File: config.mk
export PLATFORM = sky130hd
export DESIGN_NAME = cx_crypt_regs
export DESIGN_NICKNAME = d
export VERILOG_FILES = /design/src/rtl/cx_pkg.sv /design/src/rtl/cx_param_bank.sv /design/src/rtl/cx_job_ctrl.sv /design/src/rtl/cx_status.sv /design/src/rtl/cx_crypt_regs.sv
export SDC_FILE = /design/constraint.sdc
export NUM_CORES = 1
export LEC_CHECK = 0
export ABC_CLOCK_PERIOD_IN_PS = 2500
export CORE_UTILIZATION = 40
export CTS_CLUSTER_SIZE = 20
export DETAILED_ROUTE_END_ITERATION = 10
export PLACE_DENSITY = 0.7
export REMOVE_ABC_BUFFERS = 1
export SYNTH_ARGS = -nofsm -noshare
export SYNTH_HDL_FRONTEND = slang
export SYNTH_SLANG_ARGS = --single-unit
File: constraint.sdc
create_clock -name clk -period 2.5 [get_ports clk]
set_input_delay 0.5 -clock clk [delete_from_list [all_inputs] [get_ports clk]]
set_output_delay 0.5 -clock clk [all_outputs]
set_load 0.05 [all_outputs]
File: src/rtl/cx_pkg.sv
package cx_pkg;
  localparam logic [7:0] OFS_CMD  = 8'h00;
  localparam logic [7:0] OFS_STAT = 8'h08;
  localparam logic [7:0] OFS_SRC  = 8'h10;
  localparam logic [7:0] OFS_DST  = 8'h14;
  localparam logic [7:0] OFS_LEN  = 8'h18;
  localparam logic [7:0] OFS_KEY  = 8'h30;
  localparam logic [7:0] OFS_IV   = 8'h40;

  typedef struct packed {
    logic cbc;
    logic src_coh;
    logic dst_coh;
    logic load_key;
    logic encrypt;
  } job_mode_t;
endpackage

File: src/rtl/cx_param_bank.sv
module cx_param_bank #(
  parameter int DW = 32,
  parameter int NW = 4,
  localparam int BW = DW * NW
) (
  input  logic          clk,
  input  logic          rst_n,
  input  logic          wr_en,
  input  logic [7:0]    wr_addr,
  input  logic [DW-1:0] wr_data,
  input  logic          lock,
  input  logic          iv_cap,
  input  logic [BW-1:0] next_iv,
  output logic [DW-1:0] src_q,
  output logic [DW-1:0] dst_q,
  output logic [DW-1:0] len_q,
  output logic [BW-1:0] key_q,
  output logic [BW-1:0] iv_q
);
  import cx_pkg::*;
  logic we;
  assign we = wr_en && !lock;

  always_ff @(posedge clk or negedge rst_n) begin
    if (!rst_n) begin
      src_q <= '0;
      dst_q <= '0;
      len_q <= '0;
    end else if (we) begin
      if (wr_addr == OFS_SRC) src_q <= wr_data;
      if (wr_addr == OFS_DST) dst_q <= wr_data;
      if (wr_addr == OFS_LEN) len_q <= wr_data;
    end
  end

  for (genvar i = 0; i < NW; i++) begin : g_word
    localparam logic [7:0] KA = OFS_KEY + 8'(4 * i);
    localparam logic [7:0] IA = OFS_IV + 8'(4 * i);
    always_ff @(posedge clk or negedge rst_n) begin
      if (!rst_n) begin
        key_q[i*DW +: DW] <= '0;
        iv_q[i*DW +: DW]  <= '0;
      end else begin
        if (we && wr_addr == KA) key_q[i*DW +: DW] <= wr_data;
        if (iv_cap) iv_q[i*DW +: DW] <= next_iv[i*DW +: DW];
        else if (we && wr_addr == IA) iv_q[i*DW +: DW] <= wr_data;
      end
    end
  end

  // parameters frozen while a job runs
  a_r5_src_frozen: assert property (@(posedge clk) disable iff (!rst_n)
    lock |=> $stable(src_q));
  a_r5_len_frozen: assert property (@(posedge clk) disable iff (!rst_n)
    lock |=> $stable(len_q));
endmodule

File: src/rtl/cx_job_ctrl.sv
module cx_job_ctrl #(
  parameter int BW = 128
) (
  input  logic             clk,
  input  logic             rst_n,
  input  logic             cmd_we,
  input  logic [5:0]       cmd_wdata,
  input  logic             len_nz,
  input  logic [BW-1:0]    key_regs,
  input  logic             job_done,
  output logic             start,
  output logic             busy,
  output cx_pkg::job_mode_t mode,
  output logic [BW-1:0]    hidden_key,
  output logic             done_evt,
  output logic             iv_cap
);
  import cx_pkg::*;
  logic launch;
  assign launch   = cmd_we && cmd_wdata[0] && !busy && len_nz;
  assign done_evt = busy && job_done;
  assign iv_cap   = done_evt && mode.cbc;

  always_ff @(posedge clk or negedge rst_n) begin
    if (!rst_n) begin
      start      <= 1'b0;
      busy       <= 1'b0;
      mode       <= '0;
      hidden_key <= '0;
    end else begin
      start <= launch;
      if (launch) begin
        busy <= 1'b1;
        mode <= job_mode_t'(cmd_wdata[5:1]);
        if (cmd_wdata[2]) hidden_key <= key_regs;
      end else if (done_evt) begin
        busy <= 1'b0;
      end
    end
  end

  // launch pulse lasts one cycle and opens a busy period
  a_r3_start_one_cycle: assert property (@(posedge clk) disable iff (!rst_n)
    start |=> !start);
  a_r5_start_while_busy: assert property (@(posedge clk) disable iff (!rst_n)
    start |-> busy);
  a_r5_busy_only_by_start: assert property (@(posedge clk) disable iff (!rst_n)
    $rose(busy) |-> start);
  // hidden key untouched without load-key
  a_r6_key_hidden: assert property (@(posedge clk) disable iff (!rst_n)
    (start && !mode.load_key) |-> $stable(hidden_key));
endmodule

File: src/rtl/cx_status.sv
module cx_status (
  input  logic       clk,
  input  logic       rst_n,
  input  logic       st_we,
  input  logic [1:0] clr_bits,
  input  logic [2:0] mask_wr,
  input  logic       set_a,
  input  logic       set_b,
  output logic [1:0] pend,
  output logic [2:0] mask,
  output logic       irq
);
  logic [1:0] set_v;
  assign set_v = {set_b, set_a};

  always_ff @(posedge clk or negedge rst_n) begin
    if (!rst_n) begin
      pend <= '0;
      mask <= '0;
    end else begin
      for (int i = 0; i < 2; i++) begin
        if (set_v[i]) pend[i] <= 1'b1;
        else if (st_we && clr_bits[i]) pend[i] <= 1'b0;
      end
      if (st_we) mask <= mask_wr;
    end
  end

  assign irq = |(pend & mask[1:0]);

  // set has priority, write-one clears
  a_r7_set_a: assert property (@(posedge clk) disable iff (!rst_n)
    set_a |=> pend[0]);
  a_r8_clear_a: assert property (@(posedge clk) disable iff (!rst_n)
    (st_we && clr_bits[0] && !set_a) |=> !pend[0]);
  a_r8_hold_b: assert property (@(posedge clk) disable iff (!rst_n)
    (pend[1] && !(st_we && clr_bits[1])) |=> pend[1]);
endmodule

File: src/rtl/cx_crypt_regs.sv
module cx_crypt_regs #(
  parameter int DW = 32,
  parameter int NW = 4,
  localparam int BW = DW * NW
) (
  input  logic          clk,
  input  logic          rst_n,
  input  logic          wr_en,
  input  logic [7:0]    wr_addr,
  input  logic [DW-1:0] wr_data,
  input  logic [7:0]    rd_addr,
  output logic [DW-1:0] rd_data,
  output logic          job_start,
  output logic          job_busy,
  output logic          job_encrypt,
  output logic          job_load_key,
  output logic          job_dst_coh,
  output logic          job_src_coh,
  output logic          job_cbc,
  output logic [DW-1:0] job_src,
  output logic [DW-1:0] job_dst,
  output logic [DW-1:0] job_len,
  output logic [BW-1:0] job_key,
  output logic [BW-1:0] job_iv,
  input  logic          job_done,
  input  logic          chb_done,
  input  logic [BW-1:0] next_iv,
  output logic          irq
);
  import cx_pkg::*;
  job_mode_t  mode;
  logic [BW-1:0] key_regs;
  logic done_evt, iv_cap;
  logic [1:0] pend;
  logic [2:0] mask;

  cx_param_bank #(.DW(DW), .NW(NW)) u_bank (
    .clk(clk), .rst_n(rst_n), .wr_en(wr_en), .wr_addr(wr_addr),
    .wr_data(wr_data), .lock(job_busy), .iv_cap(iv_cap), .next_iv(next_iv),
    .src_q(job_src), .dst_q(job_dst), .len_q(job_len),
    .key_q(key_regs), .iv_q(job_iv)
  );

  cx_job_ctrl #(.BW(BW)) u_ctrl (
    .clk(clk), .rst_n(rst_n),
    .cmd_we(wr_en && wr_addr == OFS_CMD), .cmd_wdata(wr_data[5:0]),
    .len_nz(|job_len), .key_regs(key_regs), .job_done(job_done),
    .start(job_start), .busy(job_busy), .mode(mode), .hidden_key(job_key),
    .done_evt(done_evt), .iv_cap(iv_cap)
  );

  cx_status u_stat (
    .clk(clk), .rst_n(rst_n),
    .st_we(wr_en && wr_addr == OFS_STAT), .clr_bits(wr_data[17:16]),
    .mask_wr(wr_data[2:0]), .set_a(done_evt), .set_b(chb_done),
    .pend(pend), .mask(mask), .irq(irq)
  );

  assign job_encrypt  = mode.encrypt;
  assign job_load_key = mode.load_key;
  assign job_dst_coh  = mode.dst_coh;
  assign job_src_coh  = mode.src_coh;
  assign job_cbc      = mode.cbc;

  always_comb begin
    rd_data = '0;
    case (rd_addr)
      OFS_CMD:  rd_data = DW'({mode, 1'b0});
      OFS_STAT: rd_data = DW'({pend, 13'b0, mask});
      OFS_SRC:  rd_data = job_src;
      OFS_DST:  rd_data = job_dst;
      OFS_LEN:  rd_data = job_len;
      default:  rd_data = '0;
    endcase
    for (int i = 0; i < NW; i++) begin
      if (rd_addr == OFS_KEY + 8'(4 * i)) rd_data = key_regs[i*DW +: DW];
      if (rd_addr == OFS_IV + 8'(4 * i))  rd_data = job_iv[i*DW +: DW];
    end
  end

  // chaining value moves only on a CBC completion
  a_r10_iv_only_cbc: assert property (@(posedge clk) disable iff (!rst_n)
    (done_evt && !mode.cbc) |=> $stable(job_iv));
endmodule

-- Yosys cells after proc, flatten, opt, wreduce, memory -nomap -nowiden
Cells that the tools add are included.
- bits of input ports: 181
- bits in read-only memories: 0
- bits in latches: 0
- word-level logic and storage cells: 104
- memories: 0
- bits in registers: 492
- output and inout bits: 392
- RAM bits: 0
- multiply operators: 0
- bitwise operators: 1
- equal/unequal tests: 24
- multiplexer cells: 23
- shift-type cells: 0
- $lt $le $gt $ge: 0
- divide/modulo/power cells: 0
- reductions and logical operators: 34
- add/subtract/negate cells: 0
- operator list (cell ; number):
    $mux 32 ; 16
    $pmux 32 s5 ; 1
    $eq 8x6->1 const B ; 8
    $eq 8x7->1 const B ; 8
    $eq 8x5->1 const B ; 6
    $reduce_or 32->1 ; 1
    $logic_and 1x1->1 ; 18
    $eq 8x4->1 const B ; 2
    $logic_not 8->1 ; 2
    $reduce_bool 2->1 ; 7
    $reduce_and 2->1 ; 4
    $mux 1 ; 6
    $and 2x2->2 ; 1
    $reduce_or 2->1 ; 1
    $logic_not 1->1 ; 1

-- Depth between registers and ports, before layout
- word-level depth: 10
- gate-level depth with buffers: 9
- mapped depth without buffers: 5

-- Modules after synthesis
A second synthesis with hierarchy kept.
- cells, all modules: 2108
- area total of the unflattened synthesis: 24753.7 sq um
- by module, submodules not included (module ; area an instance (sq um) ; cells an instance ; sequential area each (sq um) ; times used):
    cx_param_bank ; 15752.6 ; 1278 ; 8808.4 ; 1
    cx_job_ctrl ; 5460.2 ; 298 ; 3378.2 ; 1
    cx_crypt_regs ; 3350.7 ; 519 ; 0.0 ; 1
    cx_status ; 190.2 ; 13 ; 125.1 ; 1

-- Least setup slack after synthesis
No wires, ideal clock.
- path kind: input-to-output
- start: input rd_addr[5]
- end: output rd_data[1]
- arrival: 2980 ps
- path buffers: 2
- path slack: -980 ps
- stages on the path: 7
- cell sequence: buf_6 or4b_4 or3_4 buf_6 o2bb2ai_1 o21ai_0 a211oi_1
- longest elaborated chain between the ends: 10
- elaborated cells between the ends (all ways): 22
- those cells by class: eq/ne (12); mux (9); reduce/logical (1)
- ends and longest elaborated chain (element ; RTL line ; source):
    start: declaration ; cx_crypt_regs.sv:11 ; input logic [7:0] rd_addr,
    $eq 8x5->1, or another cell as far along ; cx_crypt_regs.sv:67 ; case (rd_addr)
    $pmux 32 s5 ; cx_crypt_regs.sv:67 ;
    $mux 32 ; cx_crypt_regs.sv:76 ; if (rd_addr == OFS_KEY + 8'(4 * i)) rd_data = key_regs[i*DW +: DW];
    $mux 32 ; cx_crypt_regs.sv:77 ; if (rd_addr == OFS_IV + 8'(4 * i)) rd_data = job_iv[i*DW +: DW];
    $mux 32 ; cx_crypt_regs.sv:76 ;
    $mux 32 ; cx_crypt_regs.sv:77 ;
    $mux 32 ; cx_crypt_regs.sv:76 ;
    $mux 32 ; cx_crypt_regs.sv:77 ;
    $mux 32 ; cx_crypt_regs.sv:76 ;
    $mux 32 * ; cx_crypt_regs.sv:77 ;
    end: declaration ; cx_crypt_regs.sv:12 ; output logic [DW-1:0] rd_data,
Mark *: on every way between the ends. The rest lies on a longest branch, timed or not.

-- Worst setup path after layout
- start: input rd_addr[5]
- end: output rd_data[19]
The elaborated chain is that of the path after synthesis.

==> flow_summary.toml <==
[placed_design]
place_hpwl_um = 69000
io_buffers = 572
gp_congestion = 0.916
dp_cells = 3337
placed_area_um2 = 31600

[synthesis]
yosysMostFrequentCell = "dfrtp_1"
synth_top_area_share_pct = 53.5
synth_edf_count = 0
ys_top_cells_by_count = "dfrtp_1, mux2_2, nand2_1"
synth_seq_area_share_pct = 53.5
async_flop_share_pct = 100
synthCells = 1977
synth_area_leaders = "dfrtp_1, mux2_2, mux2i_1, o21ai_0, nand2_1"
ys.flop_type = "dfrtp_1"
synth_top_cell_by_area = "dfrtp_1"
synth_cell_types = 66
synth_warnings = 0
synthesis.area_um2 = 23000
avgSynthCellArea_um2 = 11.7
ys_ff_latch = 492

[power_and_ir_drop]
ir_drop_v = 0.000473
seq_power_share_pct = 42.7
swShare_pct = 26.4
power.switching_mw = 5.27
leakage_nw = 15.4
clkPwrFrac_pct = 44.5
power_mw = 20.0
pwr-share-comb_pct = 12.8
p_int_mw = 14.7
powerDensity_nw_per_um2 = 576

[detailed_routing]
via_per_inst = 5.85
vias = 20314
dr.pass1.iters = 5
wl_per_cell_um = 27.8
wirelength_um = 96700
ant_nets = 0
first_iter_violations = 1787
drc_errors = 0

[clocking]
cts_buffers = 55
cts-root-buf = "clkbuf_16"
clk_pin_slew_ps = 60
cts_buffer_depth = 3
cts_sinks = 492
tritoncts = "done"
h-tree-depth = 2
clk-insertion-delay-late_ps = 610

[sta]
post-route-min-period_ps = 3010
fmax_ghz = 0.332
fin_worst_skew_ps = 24.0
finalCritPeriodShare_pct = 120
rsz0062_at_grt = "true"
setup_viol = 32
relSlewSlack_pct = 50.4
hold_viol_final = 0
worst_pin_slew_ps = 742
fin_ws_ps = -510
maxSlewViolCount = 0

[min_path]
hold_path_end = "u_bank.iv_q[22]"
worstHoldStart = "next_iv[22]"
hold-path-cell-count = 3
hp-class = "input port to flop"

[flow_run]
drv_cap = 0

[global_route]
antenna_found_initial = 6
grt_overflow_total = 0
grt_use_met2_pct = 52.8
busiest_layer = "met2"
first_global_vias = 20695
grt_use_total_pct = 32.2
grtUsageMet1_pct = 41.4
grt.met3_usage_pct = 6.49
grt_max_degree = 97
grt_pass1_wl_um = 140000

[floorplan]
initial_core_util_pct = 40.7
dieArea_um2 = 58500
die_width_um = 242
die_h_um = 242
io_pins = 573
fp-row-count = 87
coreArea_um2 = 56600

[worst_setup_path]
critPathCaptureType = "output port"
ff2ff_setup_slack_ps = 150
crit_fanout = 8
cp.arrival_ps = 2510
worstSetupPathType = "input port to output port"
r2r-end = "u_ctrl.hidden_key[77]"
crit_required_ps = 2000
critPathLaunchType = "input port"
r2r_start = "u_bank.len_q[12]"
ff2ff_path_depth = 8

[finish]
drive_above_1_share_pct = 31.8
fin_cells = 3474
final_core_util_pct = 61.3
fin_nets = 2847
fin_area_um2 = 34700
area.growth.synth_to_final_pct = 50.7

[run_status]
status = "complete, but fails checks"
violations = "negative setup slack"
[power groups by stage]
stage	clock network (mW)	registers [mW]	logic, mW
after detailed placement	0	8.66	2.45
after global placement	0	8.65	2.42
after global routing	9.32	8.56	2.68
after CTS	9.02	8.52	2.51
after floorplan	0	9.15	0.453
final	8.91	8.53	2.57
[flip-flops by register name (all words and copies together), names as in the netlist]
signal	cells
u_bank.key_q	128
u_ctrl.mode	5
u_ctrl.hidden_key	128
u_stat.mask	3
u_bank.len_q	32
u_ctrl.start	1
u_bank.iv_q	128
u_stat.pend	2
u_bank.dst_q	32
u_bank.src_q	32
u_ctrl.busy	1
[per-stage QoR]
stage               hold WS [ps]  setup TNS (ps)  setup WS (ps)
global placement             458          -46230           -983
floorplan                    204        -1048610          -4880
detailed placement           477          -63570          -1020
finish                       439          -13790           -510
global route                 435          -15110           -562
CTS                          419          -14650           -554
[layer usage]
metal / up-vias / part of all wire [%]
li1: 8620 / -
met4: 0 / 4.3
met5: - / 0
met1: 10382 / 40
met2: 1059 / 48
met3: 253 / 8.0
[worst max-delay path: stages]
cell and delay (ps):
buf_12 110, or4b_4 540, or3_4 400, buf_12 180, buf_12 130, o22ai_4 150, nand2_1 90, a21oi_2 210
buf_12 170
[layout by cell type, fill, tap and decap left out, types with 11 or more instances in the layout]
| cell type | n |
|---|---|
| a22oi_1 | 61 |
| buf_12 | 97 |
| mux2_2 | 369 |
| o21ai_0 | 150 |
| nand3b_1 | 11 |
| a22o_1 | 12 |
| clkdlybuf4s50_1 | 511 |
| clkbuf_16 | 60 |
| a21oi_1 | 64 |
| clkbuf_8 | 16 |
| buf_4 | 157 |
| mux2i_1 | 132 |
| nor2_1 | 41 |
| o22ai_2 | 11 |
| a21oi_2 | 13 |
| dlygate4sd2_1 | 11 |
| a21o_1 | 24 |
| buf_6 | 16 |
| o22ai_1 | 32 |
| nand2_1 | 186 |
| dfrtp_1 | 492 |
[worst max-delay path by stage]
stage / slack (ps) / start / to
3_5_place_dp: -1020 / rd_addr[6] / rd_data[1]
3_3_place_gp: -980 / rd_addr[6] / rd_data[1]
4_1_cts: -550 / rd_addr[7] / rd_data[4]
2_1_floorplan: -4880 / wr_addr[1] / u_ctrl.hidden_key[0]
6_report: -510 / rd_addr[5] / rd_data[19]
5_1_grt: -560 / rd_addr[7] / rd_data[17]
[logic make-up after synthesis]
logic type	count (synthesis)	share of synthesized area, %
and+or+nand+nor	332	6.81
muxes	501	23.8
AOI/OAI and AO/OA	462	12.4
buffers and inverters	190	3.60
DFF	492	53.5
[what timing repair did]
item | in CTS | in global routing
hold buffers | 1 | 0
buffers inserted | 16 | 9
gates resized for setup | 125 | 81
endpoints found under the hold margin | 48 | 0
setup endpoints to repair | 162 | 153
pin swaps | 50 | 57
gates cloned | 3 | 2
[area by class of cell]
| type | count | area (um^2) |
|---|---|---|
| multi-input cells | 1295 | 10600 |
| diodes | 7 | 17.5 |
| clock buffers | 80 | 1670 |
| flip-flops and latches | 492 | 12300 |
| inverters | 8 | 37.5 |
| repair buffers | 814 | 8830 |
| well taps | 756 | 946 |
| clock inverters | 22 | 334 |
| fillers | 4416 | 21900 |
No activity file was read; power rests on OpenSTA's default activity.
